$ cat src/rtl/fp_chain_mul.sv
module fp_chain_mul #(
  parameter int W = 32,
  parameter int EW = 8,
  parameter int FW = 23,
  parameter int DEPTH = 8
) (
  input  logic         clk,
  input  logic         rst,
  input  logic         lhs_rdy,
  input  logic [W-1:0] lhs_data,
  input  logic         rhs_rdy,
  input  logic [W-1:0] rhs_data,
  output logic         res_rdy,
  output logic [W-1:0] res_data
);
  localparam int MW = FW + 1;
  localparam int PW = 2 * MW;
  localparam int XW = EW + 2;
  localparam logic [EW-1:0] EMAX = '1;
  localparam logic signed [XW-1:0] BIAS = XW'((1 << (EW - 1)) - 1);
  localparam logic signed [XW-1:0] ETOP = XW'((1 << EW) - 2);
  localparam logic [W-1:0] QNAN = {1'b0, EMAX, 1'b1, {(FW-1){1'b0}}};

  logic         lv, rv;
  logic [W-1:0] lreg, rreg;
  wire          issue = lv & rv;

  always_ff @(posedge clk) begin
    if (rst) lv <= 1'b0;
    else if (lhs_rdy) lv <= 1'b1;
    else if (issue) lv <= 1'b0;
    if (rst) rv <= 1'b0;
    else if (rhs_rdy) rv <= 1'b1;
    else if (issue) rv <= 1'b0;
    if (lhs_rdy) lreg <= lhs_data;
    if (rhs_rdy) rreg <= rhs_data;
  end

  logic [DEPTH:1] v;
  always_ff @(posedge clk) begin
    if (rst) v <= '0;
    else v <= {v[DEPTH-1:1], issue};
  end

  logic [W-1:0] a1, b1;
  always_ff @(posedge clk) begin
    a1 <= lreg;
    b1 <= rreg;
  end

  wire [EW-1:0] ea = a1[W-2:FW];
  wire [EW-1:0] eb = b1[W-2:FW];
  wire za = (ea == '0);
  wire zb = (eb == '0);
  wire xa = (ea == EMAX);
  wire xb = (eb == EMAX);
  wire nana = xa & (|a1[FW-1:0]);
  wire nanb = xb & (|b1[FW-1:0]);
  wire inf_any = xa | xb;
  wire sg1 = a1[W-1] ^ b1[W-1];
  wire bad = nana | nanb | (inf_any & (za | zb));

  logic                 sp2, sg2;
  logic [W-1:0]         spw2;
  logic signed [XW-1:0] e2;
  logic [PW-1:0]        p2;
  always_ff @(posedge clk) begin
    sp2  <= inf_any | za | zb;
    spw2 <= bad ? QNAN : inf_any ? {sg1, EMAX, {FW{1'b0}}} : {sg1, {(W-1){1'b0}}};
    sg2  <= sg1;
    e2   <= $signed({2'b00, ea}) + $signed({2'b00, eb}) - BIAS;
    p2   <= {1'b1, a1[FW-1:0]} * {1'b1, b1[FW-1:0]};
  end

  wire          hi  = p2[PW-1];
  wire [FW-1:0] mnt = hi ? p2[PW-2:MW] : p2[PW-3:MW-1];
  wire          gd  = hi ? p2[MW-1] : p2[MW-2];
  wire          stk = hi ? |p2[MW-2:0] : |p2[MW-3:0];
  wire [FW:0]   rnd = {1'b0, mnt} + {{FW{1'b0}}, gd & (stk | mnt[0])};
  wire signed [XW-1:0] ef = e2 + $signed({{(XW-1){1'b0}}, hi}) + $signed({{(XW-1){1'b0}}, rnd[FW]});
  wire [W-1:0]  w3 = sp2 ? spw2
                   : (ef > ETOP) ? {sg2, EMAX, {FW{1'b0}}}
                   : (ef < XW'(1)) ? {sg2, {(W-1){1'b0}}}
                   : {sg2, ef[EW-1:0], rnd[FW-1:0]};

  logic [W-1:0] dly [3:DEPTH];
  always_ff @(posedge clk) dly[3] <= w3;
  for (genvar i = 4; i <= DEPTH; i++) begin : g_dly
    always_ff @(posedge clk) dly[i] <= dly[i-1];
  end

  assign res_rdy  = v[DEPTH];
  assign res_data = dly[DEPTH];
endmodule


$ cat config.mk
export PLATFORM = sky130hd
export DESIGN_NAME = fp_chain_mul
export DESIGN_NICKNAME = d
export VERILOG_FILES = /design/src/rtl/fp_chain_mul.sv
export SDC_FILE = /design/constraint.sdc
export NUM_CORES = 2
export LEC_CHECK = 0
export BUFFER_PORTS_ARGS = -buffer_cell sky130_fd_sc_hd__buf_2
export CAP_MARGIN = 25
export CORE_UTILIZATION = 50
export DETAILED_ROUTE_END_ITERATION = 10
export GPL_TIMING_DRIVEN = 0
export PLACE_DENSITY_LB_ADDON = 0.15
export SETUP_SLACK_MARGIN = 0.05
export SYNTH_ARGS = -nofsm -noshare
export SYNTH_HDL_FRONTEND = slang
export SYNTH_SLANG_ARGS = --single-unit
export TNS_END_PERCENT = 50
$ cat constraint.sdc
create_clock -name clk -period 15.4 [get_ports clk]
set_input_delay 1.54 -clock clk [delete_from_list [all_inputs] [get_ports clk]]
set_output_delay 1.54 -clock clk [all_outputs]
set_load 0.1 [all_outputs]
Word level (Yosys, flattened, before mapping)
Memory sizes are Yosys's and may differ from the RTL's.
Cells that the tools add are included.

cells by class
  multiplexer cells = 10
  order comparisons = 2
  multiply operators = 1
  shift operators = 0
  divide/modulo/power cells = 0
  bitwise logic cells = 13
  add/subtract/negate cells = 5
  eq/ne operators = 2
  reductions and logical operators = 8

operators with widths
  kind                                                            number
  two-way mux 31 bit                                              3
  OR reduction 23 bit                                             3
  multiplier 24 x 24 -> 48 bit                                    1
  two-way mux 32 bit                                              1
  adder 23 x 1 -> 24 bit                                          1
  two-way mux 23 bit                                              1
  OR reduction 22 bit                                             1
  adder 10 x 2 -> 10 bit                                          2
  equality test 8 bit, second input constant                      2
  zero test 8 bit                                                 2
  greater-than comparator 10 x 9 -> 1 bit, second input constant  1
  less-than comparator 10 x 2 -> 1 bit, second input constant     1
  subtractor 9 x 7 -> 10 bit, second input constant               1
  adder 8 x 8 -> 9 bit                                            1
  OR 1 bit                                                        7
  AND 1 bit                                                       5
  two-way mux 1 bit                                               5
  nonzero test 2 bit                                              2
  bitwise XOR 1 bit                                               1

word-level totals
  input port bits = 68
  memories = 1
  memory bits (read-only) = 0
  flip-flop bits (word level) = 230
  logic and storage cells = 54
  latch bits = 0
  RAM bits = 192

memory list
  memory  words  bits a word  rd ports  clocked after Yosys merged registers in  write ports  RTL line  text
  dly     6      32           6         0                                        6            86        logic [W-1:0] dly [3:DEPTH];

Logic depth before layout (Yosys ltp)
  depth in word-level cells = 10
  mapped depth = 27
  gate-level depth less buffers = 25

Worst setup path before layout
Ideal clock, no wire load.

  path type = flip-flop to flip-flop
  start point = register a1[19]
  end point = register p2[42]
  path buffers = 2
  arrival = 6.581 ns
  setup time = 0.121 ns
  stages on the path, launching flop included = 24
  slack = 8.698 ns
  cell sequence = dfxtp_1 -> clkbuf_1 -> nand2_1 -> fa_1 -> inv_1 -> fa_1 -> inv_1 -> fa_1 -> fa_1 -> inv_1 -> fa_1 -> fa_1 -> inv_1 -> fa_1 -> inv_1 -> ha_1 -> clkbuf_1 -> nand4_1 -> or4_1 -> a311o_1 -> a21boi_1 -> a21oi_1 -> a211o_1 -> xnor2_1

on the way
  longest elaborated chain between the ends = 1

RTL lines
  element                       RTL line  text
  from (decl)                   45        logic [W-1:0] a1, b1;
  from (signal assigned)        47        a1 <= lreg;
  multiplier 24 x 24 -> 48 bit  72        p2 <= {1'b1, a1[FW-1:0]} * {1'b1, b1[FW-1:0]};
  to (signal assigned)          72
  to (decl)                     66        logic [PW-1:0] p2;

No other way between the ends.
A chain may end at the register's enable or synchronous reset.

Worst setup path after layout
  start point = register a1[8]
  end point = register p2[43]

Same word-level chain as after synthesis.

==> run summary <==
Worst Clk Skew -> 0.0438 ns
Die Ht -> 245 um
FF-to-FF setup slack -> 6.84 ns
Share of flip-flops with an asynchronous set or reset -> 0%
Syn. warnings -> 0
Final min period -> 8.56 ns
Inserted Clock Buffers -> 41
Crit path max-delay cell type -> clkbuf_1
Post-Syn Area -> 0.0295 mm^2
Syn Area/Cell -> 10.2 um^2
WP data required -> 15.85 ns
Layout cells sized above 1 -> 6.95%
Die extent in x -> 245 um
# DRC -> 0
Peak fanout along the critical path -> 10
CTS root buffer -> clkbuf_16
Vias -> 19600
Layout area overhead -> 9.51%
Clk pin slew, worst setup/hold paths -> 0.06 ns
TNS Setup -> 0 ns
Reg2reg end -> p2[43]$_DFF_P_
RSZ-0062 raised after global routing -> false
Fill cells -> 5128
Slew at the pin closest to its max-slew limit -> 1.08 ns
H-Tree Depth -> 2
Synthesized instance count -> 2881
Top post-synthesis cells by area -> fa_1, dfxtp_1, ha_1
Core area -> 0.0580 mm^2
Setup crit end kind -> flip-flop
Clock latency on the worst-skew pair -> 0.61 ns
Crit path launch type -> flip-flop
Routability-driven placement congestion ratio -> 0.970
Worst Hold Class -> flip-flop to flip-flop
IO Port Bufs -> 99
Maximum clock frequency -> 117 MHz
Most frequent cell after synthesis -> inv_1
Register bit count reported by yosys -> 393
# hold bufs at CTS -> 0
Grt total ovfl -> 0
I/O pin count -> 101
Number of hold violations in the final report -> 0
Arrival time of the worst setup path -> 9.02 ns
Via/cell ratio -> 5.13
Nets -> 3766
Share of the synthesized area in the top cell type -> 32.8%
Reg2Reg Launch Point -> a1[8]$_DFF_P_
Starting DRT DRC Count -> 1261
Routed length per placed instance -> 20.9 um
Overall routing resource usage -> 27.6%
Rel. slew slack -> 28.0%
Worst hold endpoint -> dly[0][137]$_DFF_P_
Die area -> 0.0600 mm^2
CP Buf/Inv Count -> 8
Starting Density -> 50.9%
Cell taking the most area after synthesis -> fa_1
Ys flop type -> dfxtp_1
Hold Path Stages -> 0
CTS tree -> built
Antenna-violating nets left -> 0
First-pass GRT wire length -> 121000 um
Initial antenna violation count -> 3
Status -> completed
Drt first pass iters -> 5
Kind of critical path -> flip-flop to flip-flop
CTS sink cnt -> 393
Routed WL -> 79700 um
Final worst-path cycle share -> 55.6%
Resized cells post-CTS -> 0
Vias in the first global route -> 20400
Largest net degree at the start of global routing -> 34
Register area share after synthesis -> 28.8%
WP depth -> 26
Post-synth EDFFs -> 64
Max-cap violation count -> 0
Num rows -> 88
Crit-path leading delay family -> adder cells
Worst Hold Launch -> dly[0][105]$_SDFF_PP0_
Synth unique cells -> 63
CP peak stage delay -> 0.69 ns
Synthesized Nets -> 3623
Max Slew Vio Count -> 0
Post-CTS setup buffer count -> 0
Synth top cells by count -> inv_1, fa_1, dfxtp_1
Endpoints failing setup -> 0
Post-DP HPWL -> 64200 um
Maximum root-to-sink buffer count -> 3
Reg2Reg Depth -> 26
## state kept, by name, indices dropped and copies added (netlist names)
register  count
rreg         32
v             8
e2           10
b1           32
a1           32
p2           48
spw2          3
sg2           1
dly         192
sp2           1
lv            1
lreg         32
rv            1
## layout by cell type (no fill, tap or decap), types with 9 or more instances in the layout
| cell | count |
|---|---|
| a21o_1 | 22 |
| nor4_1 | 20 |
| xnor2_1 | 49 |
| clkbuf_1 | 108 |
| o21ai_0 | 29 |
| buf_2 | 101 |
| dfxtp_1 | 329 |
| nand4_1 | 16 |
| ha_1 | 190 |
| a21oi_1 | 65 |
| fa_1 | 484 |
| mux2i_1 | 12 |
| xor2_1 | 42 |
| and2_1 | 248 |
| nor2_1 | 90 |
| nand2_1 | 320 |
| nand2b_1 | 13 |
| inv_1 | 598 |
| buf_4 | 32 |
| nor2b_1 | 20 |
| clkbuf_16 | 41 |
| edfxtp_1 | 64 |
| clkinv_1 | 9 |
| a211oi_1 | 19 |
| nor3_1 | 10 |
| nand3_1 | 17 |
## area by class of cell
class                           instances  area, um^2  share of cell area (%)
Clock buffer                           48        1090                    3.38
Inverter                              601        2260                    6.98
Multi-Input combinational cell       1745       18100                    56.0
Tap cell                              765         957                    2.96
Antenna cell                            2        5.00                  0.0155
Clock inverter                         23         235                   0.728
Buffer                                142         663                    2.05
Sequential cell                       393        8510                    26.3
Timing Repair Buffer                  100         515                    1.60
## metrics by stage
step / cells / hold WS (ns) / instance area, um^2 / util, % / setup slack, ns
floorplan: 2881 / 0.310 / 29500 / - / 8.70
global placement: 3745 / 0.310 / 31000 / 53.4 / 7.15
detailed placement: 3745 / 0.312 / 31000 / 53.4 / 7.04
CTS: 3816 / 0.302 / 32300 / 55.6 / 7.00
global route: 3817 / 0.303 / 32300 / 55.7 / 6.61
finish: 3819 / 0.292 / 32300 / 55.7 / 6.84
## worst max path at each step
stage | slack (ns) | endpoint | start
CTS | 7.00 | p2[43]$_DFF_P_ | a1[8]$_DFF_P_
global route | 6.61 | p2[43]$_DFF_P_ | a1[8]$_DFF_P_
finish | 6.84 | p2[43]$_DFF_P_ | a1[8]$_DFF_P_
detailed placement | 7.04 | p2[43]$_DFF_P_ | a1[8]$_DFF_P_
floorplan | 8.70 | p2[42]$_DFF_P_ | a1[19]$_DFF_P_
global placement | 7.15 | p2[43]$_DFF_P_ | a1[8]$_DFF_P_
## metal layers
layer / wire (um) / track usage, %
met1: 34000 / 36.5
met5: 0 / 0
met3: 5890 / 5.66
met4: 3790 / 12.2
met2: 36000 / 44.0
## cell families after synthesis
| kind of cell | share of synthesized area, % |
|---|---|
| xor gates and xnor gates | 2.70 |
| and+or+nand+nor | 13.0 |
| adders and majority gates | 40.9 |
| buffers and inverters | 9.89 |
| AOI/OAI and AO/OA | 4.12 |
| muxes | 0.522 |
| DFF | 28.8 |
Power is left out: the tool's default activity adds up to more than one toggle a clock period on the data nets, which glitch-free logic cannot reach.
